==> config.mk <==
export PLATFORM = sky130hd
export DESIGN_NAME = coh_line_ctrl
export DESIGN_NICKNAME = d
export VERILOG_FILES = /design/src/rtl/coh_pkg.sv /design/src/rtl/coh_event_pri.sv /design/src/rtl/coh_next_state.sv /design/src/rtl/coh_state_enc.sv /design/src/rtl/coh_line_ctrl.sv
export SDC_FILE = /design/constraint.sdc
export NUM_CORES = 1
export LEC_CHECK = 0
export BUFFER_PORTS_ARGS = -buffer_cell sky130_fd_sc_hd__buf_4
export CORE_AREA = 2 2 39 41
export CTS_CLUSTER_SIZE = 28
export DETAILED_ROUTE_END_ITERATION = 8
export DIE_AREA = 0 0 41 43
export GPL_TIMING_DRIVEN = 1
export PLACE_DENSITY_LB_ADDON = 0.12
export SLEW_MARGIN = 40
export SYNTH_ARGS = -nofsm -noshare
export SYNTH_HDL_FRONTEND = slang
export SYNTH_SLANG_ARGS = --single-unit
export TNS_END_PERCENT = 100
==> constraint.sdc <==
create_clock -name clk -period 1.9 [get_ports clk]
set_clock_uncertainty 0.1 [all_clocks]
set_input_delay 0.285 -clock clk [delete_from_list [all_inputs] [get_ports clk]]
set_output_delay 0.285 -clock clk [all_outputs]
set_load 0.02 [all_outputs]
==> src/rtl/coh_pkg.sv <==
package coh_pkg;

  localparam int unsigned STATE_W = 3;

  typedef enum logic [2:0] {
    ST_I, ST_S, ST_E, ST_M, ST_O, ST_FILL, ST_WAIT, ST_WB
  } line_st_e;

  typedef enum logic [2:0] {
    EV_NONE, EV_SNP_WR, EV_SNP_RD, EV_WR_HIT, EV_MISS_COPY, EV_MISS_ALONE, EV_RD_HIT
  } line_ev_e;

  // three stable states
  function automatic logic [STATE_W-1:0] enc_three(line_st_e s);
    case (s)
      ST_S:    return 3'b001;
      ST_M:    return 3'b010;
      ST_FILL: return 3'b011;
      ST_WAIT: return 3'b100;
      ST_WB:   return 3'b101;
      default: return 3'b000;
    endcase
  endfunction

  // four stable states
  function automatic logic [STATE_W-1:0] enc_four(line_st_e s);
    case (s)
      ST_S:    return 3'b001;
      ST_E:    return 3'b010;
      ST_M:    return 3'b011;
      ST_FILL: return 3'b100;
      ST_WAIT: return 3'b101;
      ST_WB:   return 3'b110;
      default: return 3'b000;
    endcase
  endfunction

  // five stable states
  function automatic logic [STATE_W-1:0] enc_five(line_st_e s);
    case (s)
      ST_S:    return 3'b001;
      ST_E:    return 3'b010;
      ST_M:    return 3'b011;
      ST_O:    return 3'b100;
      ST_FILL: return 3'b101;
      ST_WB:   return 3'b110;
      ST_WAIT: return 3'b111;
      default: return 3'b000;
    endcase
  endfunction

  function automatic logic [STATE_W-1:0] enc_any(int unsigned proto, line_st_e s);
    if (proto == 0) return enc_three(s);
    if (proto == 1) return enc_four(s);
    return enc_five(s);
  endfunction

endpackage

==> src/rtl/coh_event_pri.sv <==
module coh_event_pri
  import coh_pkg::*;
(
  input  logic     rd_hit,
  input  logic     wr_hit,
  input  logic     snp_rd_hit,
  input  logic     snp_wr_hit,
  input  logic     miss_copy,
  input  logic     miss_alone,
  output line_ev_e ev_sel
);
  // snoops beat local events; a miss that saw any copy beats one that saw none
  always_comb begin
    if (snp_wr_hit)      ev_sel = EV_SNP_WR;
    else if (snp_rd_hit) ev_sel = EV_SNP_RD;
    else if (wr_hit)     ev_sel = EV_WR_HIT;
    else if (miss_copy)  ev_sel = EV_MISS_COPY;
    else if (miss_alone) ev_sel = EV_MISS_ALONE;
    else if (rd_hit)     ev_sel = EV_RD_HIT;
    else                 ev_sel = EV_NONE;
  end
endmodule

==> src/rtl/coh_next_state.sv <==
module coh_next_state
  import coh_pkg::*;
#(
  parameter int unsigned PROTO = 2
) (
  input  line_st_e cur_st,
  input  line_st_e tgt_st,
  input  line_ev_e ev_sel,
  input  logic     bus_done,
  input  logic     wb_done,
  output line_st_e nxt_st,
  output line_st_e nxt_tgt
);
  localparam bit HAS_E = (PROTO >= 1);
  localparam bit HAS_O = (PROTO >= 2);

  always_comb begin
    nxt_st  = cur_st;
    nxt_tgt = tgt_st;
    case (cur_st)
      ST_FILL: if (bus_done) nxt_st = tgt_st;
      ST_WAIT: if (bus_done) nxt_st = ST_M;
      ST_WB:   if (wb_done)  nxt_st = tgt_st;
      ST_I: begin
        if (ev_sel == EV_WR_HIT) nxt_st = ST_WAIT;
        else if (ev_sel == EV_MISS_COPY) begin
          nxt_st  = ST_FILL;
          nxt_tgt = ST_S;
        end else if (ev_sel == EV_MISS_ALONE) begin
          nxt_st  = ST_FILL;
          nxt_tgt = HAS_E ? ST_E : ST_S;
        end
      end
      ST_S: begin
        if (ev_sel == EV_SNP_WR)      nxt_st = ST_I;
        else if (ev_sel == EV_WR_HIT) nxt_st = ST_WAIT;
      end
      ST_E: begin
        if (ev_sel == EV_SNP_WR)      nxt_st = ST_I;
        else if (ev_sel == EV_SNP_RD) nxt_st = ST_S;
        else if (ev_sel == EV_WR_HIT) nxt_st = ST_M;
      end
      ST_M: begin
        if (ev_sel == EV_SNP_WR) begin
          nxt_st  = ST_WB;
          nxt_tgt = ST_I;
        end else if (ev_sel == EV_SNP_RD) begin
          if (HAS_O) nxt_st = ST_O;
          else begin
            nxt_st  = ST_WB;
            nxt_tgt = ST_S;
          end
        end
      end
      ST_O: begin
        if (ev_sel == EV_SNP_WR) begin
          nxt_st  = ST_WB;
          nxt_tgt = ST_I;
        end else if (ev_sel == EV_WR_HIT) nxt_st = ST_WAIT;
      end
      default: nxt_st = ST_I;
    endcase
  end
endmodule

==> src/rtl/coh_state_enc.sv <==
module coh_state_enc
  import coh_pkg::*;
#(
  parameter int unsigned PROTO = 2
) (
  input  line_st_e             cur_st,
  output logic [STATE_W-1:0]   state_code,
  output logic                 req_bus_rd,
  output logic                 req_inval,
  output logic                 req_wb
);
  generate
    if (PROTO == 0) begin : g_three
      assign state_code = enc_three(cur_st);
    end else if (PROTO == 1) begin : g_four
      assign state_code = enc_four(cur_st);
    end else begin : g_five
      assign state_code = enc_five(cur_st);
    end
  endgenerate

  assign req_bus_rd = (cur_st == ST_FILL);
  assign req_inval  = (cur_st == ST_WAIT);
  assign req_wb     = (cur_st == ST_WB);
endmodule

==> src/rtl/coh_line_ctrl.sv <==
module coh_line_ctrl
  import coh_pkg::*;
#(
  parameter int unsigned PROTO = 2
) (
  input  logic         clk,
  input  logic         rst_n,
  input  logic         rd_hit,
  input  logic         wr_hit,
  input  logic         snp_rd_hit,
  input  logic         snp_wr_hit,
  input  logic         miss_copy_shared,
  input  logic         miss_copy_owned,
  input  logic         miss_no_copy,
  input  logic         bus_done,
  input  logic         wb_done,
  output logic [2:0]   state_code,
  output logic         req_bus_rd,
  output logic         req_inval,
  output logic         req_wb
);
  line_st_e cur_st, tgt_st, nxt_st, nxt_tgt;
  line_ev_e ev_sel;

  coh_event_pri u_pri (
    .rd_hit     (rd_hit),
    .wr_hit     (wr_hit),
    .snp_rd_hit (snp_rd_hit),
    .snp_wr_hit (snp_wr_hit),
    .miss_copy  (miss_copy_shared | miss_copy_owned),
    .miss_alone (miss_no_copy),
    .ev_sel     (ev_sel)
  );

  coh_next_state #(.PROTO(PROTO)) u_nxt (
    .cur_st   (cur_st),
    .tgt_st   (tgt_st),
    .ev_sel   (ev_sel),
    .bus_done (bus_done),
    .wb_done  (wb_done),
    .nxt_st   (nxt_st),
    .nxt_tgt  (nxt_tgt)
  );

  always_ff @(posedge clk or negedge rst_n) begin
    if (!rst_n) begin
      cur_st <= ST_I;
      tgt_st <= ST_I;
    end else begin
      cur_st <= nxt_st;
      tgt_st <= nxt_tgt;
    end
  end

  coh_state_enc #(.PROTO(PROTO)) u_enc (
    .cur_st     (cur_st),
    .state_code (state_code),
    .req_bus_rd (req_bus_rd),
    .req_inval  (req_inval),
    .req_wb     (req_wb)
  );
endmodule

==> impl_metrics.prom <==
# TYPE chip_impl_metric gauge
chip_impl_metric{name="cts_made_buffers",unit=""} 3
chip_impl_metric{name="grt_overflow",unit=""} 0
chip_impl_metric{name="power-per-cell-area",unit="nW/um^2"} 1675
chip_impl_metric{name="switching_share_of_total_power",unit=""} 0.4421
chip_impl_info{name="setup_repair_after_global_routing_missed_its_margin",value="false"} 1
chip_impl_metric{name="design.core.area",unit="sq um"} 1384
chip_impl_metric{name="finalHoldViolations",unit=""} 0
chip_impl_metric{name="insertedDiodeCount",unit=""} 0
chip_impl_info{name="type_of_element_capturing_the_critical_path",value="flop"} 1
chip_impl_metric{name="worst_ep_required_time",unit="ns"} 1.91
chip_impl_metric{name="grt_pass1_wl",unit="mm"} 1.752
chip_impl_metric{name="std_cell_rows",unit=""} 14
chip_impl_metric{name="finalSetupTns",unit="ns"} 0
chip_impl_metric{name="syn_inst",unit=""} 56
chip_impl_info{name="kind_of_critical_path",value="flop to flop"} 1
chip_impl_info{name="rr_endpoint",value="cur_st[1]"} 1
chip_impl_metric{name="setup_slack",unit="ns"} 0.1380
chip_impl_metric{name="initial_utilization",unit=""} 0.3436
chip_impl_info{name="crit_path_top_delay_cell",value="sky130_fd_sc_hd__dfrtp_1"} 1
chip_impl_metric{name="leakage",unit="nW"} 0.2946
chip_impl_info{name="clock_root_buffer",value="sky130_fd_sc_hd__clkbuf_4"} 1
chip_impl_metric{name="antenna_found_initial",unit=""} 0
chip_impl_metric{name="grt_max_degree",unit=""} 12
chip_impl_metric{name="worst_ep_arrival_time",unit="ns"} 1.78
chip_impl_info{name="end_of_the_critical_path",value="cur_st[1]"} 1
chip_impl_info{name="result_of_the_run",value="complete, no violations"} 1
chip_impl_metric{name="place.detailed.hpwl",unit="microns"} 814.8
chip_impl_metric{name="first_global_vias",unit=""} 432
chip_impl_metric{name="timing.final.crit_share",unit=""} 0.9274
chip_impl_metric{name="synthToLayoutAreaGrowth",unit="%"} 36.58
chip_impl_metric{name="ctsHoldBuffers",unit=""} 1
chip_impl_metric{name="die_width",unit="microns"} 41
chip_impl_metric{name="buffer_ports.inserted",unit=""} 15
chip_impl_metric{name="ir_drop",unit="uV"} 734.4
chip_impl_metric{name="fp.dieArea",unit="sq um"} 1763
chip_impl_metric{name="route.vias.total",unit=""} 471
chip_impl_metric{name="htree_num_levels",unit=""} 1
chip_impl_metric{name="gp_congestion",unit=""} 0.6983
chip_impl_metric{name="clkPwrFrac",unit=""} 0.108
chip_impl_metric{name="cts.repair_timing.setup_buffer_count",unit=""} 0
chip_impl_metric{name="yosysSeqAreaShare",unit=""} 0.2632
chip_impl_metric{name="vias_per_cell",unit=""} 5.233
chip_impl_metric{name="mappedNetlistArea",unit="sq um"} 475.5
chip_impl_metric{name="slew_headroom",unit=""} 0.7602
chip_impl_info{name="path_cells",value="a21o_1, o41ai_2, a21oi_1, mux2_1"} 1
chip_impl_metric{name="whs",unit="ns"} 0.2848
chip_impl_metric{name="multiInputGateArea",unit="sq um"} 310.3
chip_impl_metric{name="drt-initial-drc-count",unit=""} 11
chip_impl_metric{name="drt_wl_total",unit="mm"} 1.065
chip_impl_metric{name="synth.ff_latch_count",unit=""} 5
chip_impl_metric{name="layout.nets",unit=""} 86
chip_impl_metric{name="synth_edf_count",unit=""} 0
chip_impl_metric{name="ys_async_sr_fraction",unit=""} 1.000
chip_impl_metric{name="wire_per_inst",unit="microns"} 11.83
chip_impl_metric{name="ff_latch_area",unit="sq um"} 125.1
chip_impl_metric{name="layout-drive-gt1-share",unit=""} 0.3784
chip_impl_metric{name="fin_area",unit="sq um"} 649.4
chip_impl_metric{name="firstDrtPassIters",unit=""} 4
chip_impl_metric{name="finalPower",unit="W"} 0.001088
chip_impl_metric{name="drc_violation_count_after_routing",unit=""} 0
chip_impl_metric{name="critical_path_peak_fanout",unit=""} 11
chip_impl_metric{name="synth.avg_cell_area",unit="sq um"} 8.490
chip_impl_info{name="start_kind",value="flop"} 1
chip_impl_metric{name="worst_slack_at_placement",unit="ns"} 0.1420
chip_impl_metric{name="p_comb_frac",unit=""} 0.668
chip_impl_metric{name="floorplan.io_pins",unit=""} 17
chip_impl_metric{name="postCtsResizedCells",unit=""} 0
chip_impl_metric{name="p_sw",unit="W"} 0.0004810
chip_impl_metric{name="post-route-min-period",unit="ns"} 1.762
chip_impl_metric{name="cap_viol_max_count",unit=""} 0
chip_impl_metric{name="worstSkewPairLatency",unit="ns"} 0.23
chip_impl_metric{name="final-setup-viol-count",unit=""} 0
chip_impl_metric{name="antenna_left",unit=""} 0
chip_impl_metric{name="seq_power_share",unit=""} 0.224
chip_impl_metric{name="clock_path_buffers",unit=""} 2
chip_impl_metric{name="clock_sinks",unit=""} 5
chip_impl_info{name="hold_class",value="input port to async pin"} 1
chip_impl_info{name="regToRegStartpoint",value="cur_st[1]"} 1
chip_impl_metric{name="r2r_cells",unit=""} 4
chip_impl_metric{name="grt.total_usage",unit=""} 0.1436
chip_impl_metric{name="dpl_cell_area",unit="sq um"} 613.1
chip_impl_metric{name="timing.fmax",unit="MHz"} 567.5
chip_impl_info{name="startpoint",value="cur_st[1]"} 1
chip_impl_metric{name="synthesis.nets",unit=""} 67
chip_impl_metric{name="nFillCells",unit=""} 149
chip_impl_metric{name="worstMarginPinSlew",unit="ns"} 0.3597
chip_impl_info{name="ys_dominant_reg_cell",value="sky130_fd_sc_hd__dfrtp_1"} 1
chip_impl_metric{name="cell_internal_pwr",unit="W"} 0.0006069
chip_impl_metric{name="setup.reg_to_reg.worst_slack",unit="ns"} 0.14
chip_impl_metric{name="worst_path_largest_cell_delay",unit="ns"} 0.50
chip_impl_info{name="tritoncts_clock_tree",value="done"} 1
chip_impl_metric{name="maxSlewViolCount",unit=""} 0
chip_impl_metric{name="post_synth_num_cell_types",unit=""} 28
chip_impl_metric{name="yosysWarnings",unit=""} 0
chip_impl_metric{name="die_height",unit="microns"} 43
chip_impl_metric{name="clk_pin_slew",unit="ns"} 0.04
## layout by cell type, fill, tap and decap left out
cell | Yosys | layout
sky130_fd_sc_hd__nor2_1 | 3 | 3
sky130_fd_sc_hd__clkbuf_1 | 2 | 1
sky130_fd_sc_hd__o21ai_0 | 3 | 3
sky130_fd_sc_hd__a31o_2 | 1 | 1
sky130_fd_sc_hd__clkbuf_4 | 0 | 3
sky130_fd_sc_hd__nor2b_1 | 1 | 1
sky130_fd_sc_hd__dlygate4sd3_1 | 0 | 1
sky130_fd_sc_hd__nor3b_1 | 3 | 3
sky130_fd_sc_hd__nand2_1 | 5 | 5
sky130_fd_sc_hd__nor4b_1 | 1 | 1
sky130_fd_sc_hd__mux2_1 | 5 | 5
sky130_fd_sc_hd__a21oi_1 | 2 | 2
sky130_fd_sc_hd__o2111ai_1 | 1 | 1
sky130_fd_sc_hd__o31a_1 | 1 | 1
sky130_fd_sc_hd__a32oi_1 | 1 | 1
sky130_fd_sc_hd__o22ai_1 | 2 | 2
sky130_fd_sc_hd__dfrtp_1 | 5 | 5
sky130_fd_sc_hd__a21o_1 | 1 | 1
sky130_fd_sc_hd__buf_4 | 0 | 20
sky130_fd_sc_hd__a221o_1 | 1 | 1
sky130_fd_sc_hd__and3_1 | 1 | 1
sky130_fd_sc_hd__mux2i_1 | 1 | 1
sky130_fd_sc_hd__o41ai_2 | 1 | 1
sky130_fd_sc_hd__or2_2 | 1 | 1
sky130_fd_sc_hd__nor4b_2 | 1 | 1
sky130_fd_sc_hd__nor2_2 | 1 | 1
sky130_fd_sc_hd__a22o_1 | 1 | 1
sky130_fd_sc_hd__nor3_1 | 2 | 2
sky130_fd_sc_hd__xnor2_1 | 2 | 2
sky130_fd_sc_hd__inv_1 | 2 | 2
## critical path, delay by kind of cell, from the launching register on
kind,cells,cell delay [ns]
flops,1,0.50
mux,1,0.33
compound gates,3,0.70
## synthesized netlist by cell type (2+ instances only)
| library cell | count | area [sq um] |
|---|---|---|
| sky130_fd_sc_hd__a21oi_1 | 2 | 10.01 |
| sky130_fd_sc_hd__buf_2 | 5 | 25.02 |
| sky130_fd_sc_hd__clkbuf_1 | 2 | 7.510 |
| sky130_fd_sc_hd__dfrtp_1 | 5 | 125.1 |
| sky130_fd_sc_hd__inv_1 | 2 | 7.510 |
| sky130_fd_sc_hd__mux2_1 | 5 | 56.30 |
| sky130_fd_sc_hd__nand2_1 | 5 | 18.77 |
| sky130_fd_sc_hd__nor2_1 | 3 | 11.26 |
| sky130_fd_sc_hd__nor3_1 | 2 | 10.01 |
| sky130_fd_sc_hd__nor3b_1 | 3 | 22.52 |
| sky130_fd_sc_hd__o21ai_0 | 3 | 15.01 |
| sky130_fd_sc_hd__o22ai_1 | 2 | 12.51 |
| sky130_fd_sc_hd__xnor2_1 | 2 | 17.52 |
## worst min-delay path by stage
stage,to,from
after detailed placement,cur_st[1],rst_n
after global placement,cur_st[2],rst_n
final,cur_st[1],rst_n
after CTS,cur_st[1],rst_n
after global routing,tgt_st[1],rst_n
after floorplan,cur_st[0],rst_n
## registers in the layout, summed over array words and instances (netlist names)
| register | count |
|---|---|
| tgt_st | 2 |
| cur_st | 3 |
## final cells by class
| cell class | instances | area share |
|---|---|---|
| Inverter | 2 | 0.01156 |
| Timing Repair Buffer | 21 | 0.2466 |
| Multi-Input combinational cell | 42 | 0.4778 |
| Sequential cell | 5 | 0.1927 |
| Clock buffer | 4 | 0.04046 |
| Tap cell | 16 | 0.03083 |
## layer usage
layer  wire length (microns)  vias to the layer above  global-route usage  part of all wire
li1                        -                      243                   -                 -
met1                     491                      212              0.2007              0.46
met2                     511                       16              0.2156              0.48
met3                      62                        0                   0             0.058
met4                       0                        0             0.08000                 0
met5                       0                        -                   0                 0
## logic make-up (layout without fill, tap and decap cells)
kind of cell,Yosys count,in the layout,share of synthesized area
AO/OA/AOI/OAI,15,15,0.2421
XOR/XNOR,2,2,0.03685
buffers and inverters,9,27,0.08421
flip-flops,5,5,0.2632
multiplexers,6,6,0.1395
AND/OR/NAND/NOR,19,19,0.2342
## power by group through the flow
stage	registers, W	logic (W)	clock network, W
finish	0.000244	0.000727	0.000117
global route	0.000257	0.000811	0.000125
CTS	0.000244	0.000733	0.000125
detailed placement	0.000246	0.000727	0
global placement	0.000245	0.000724	0
floorplan	0.000187	0.000565	0
## stage by stage
| stage | util | instances |
|---|---|---|
| after CTS | 0.4693 | 90 |
| after detailed placement | 0.4430 | 85 |
| final | 0.4693 | 90 |
| after global placement | 0.4430 | 85 |
| after floorplan | - | 56 |
| after global routing | 0.4693 | 90 |
No activity file was read; power rests on OpenSTA's default activity.
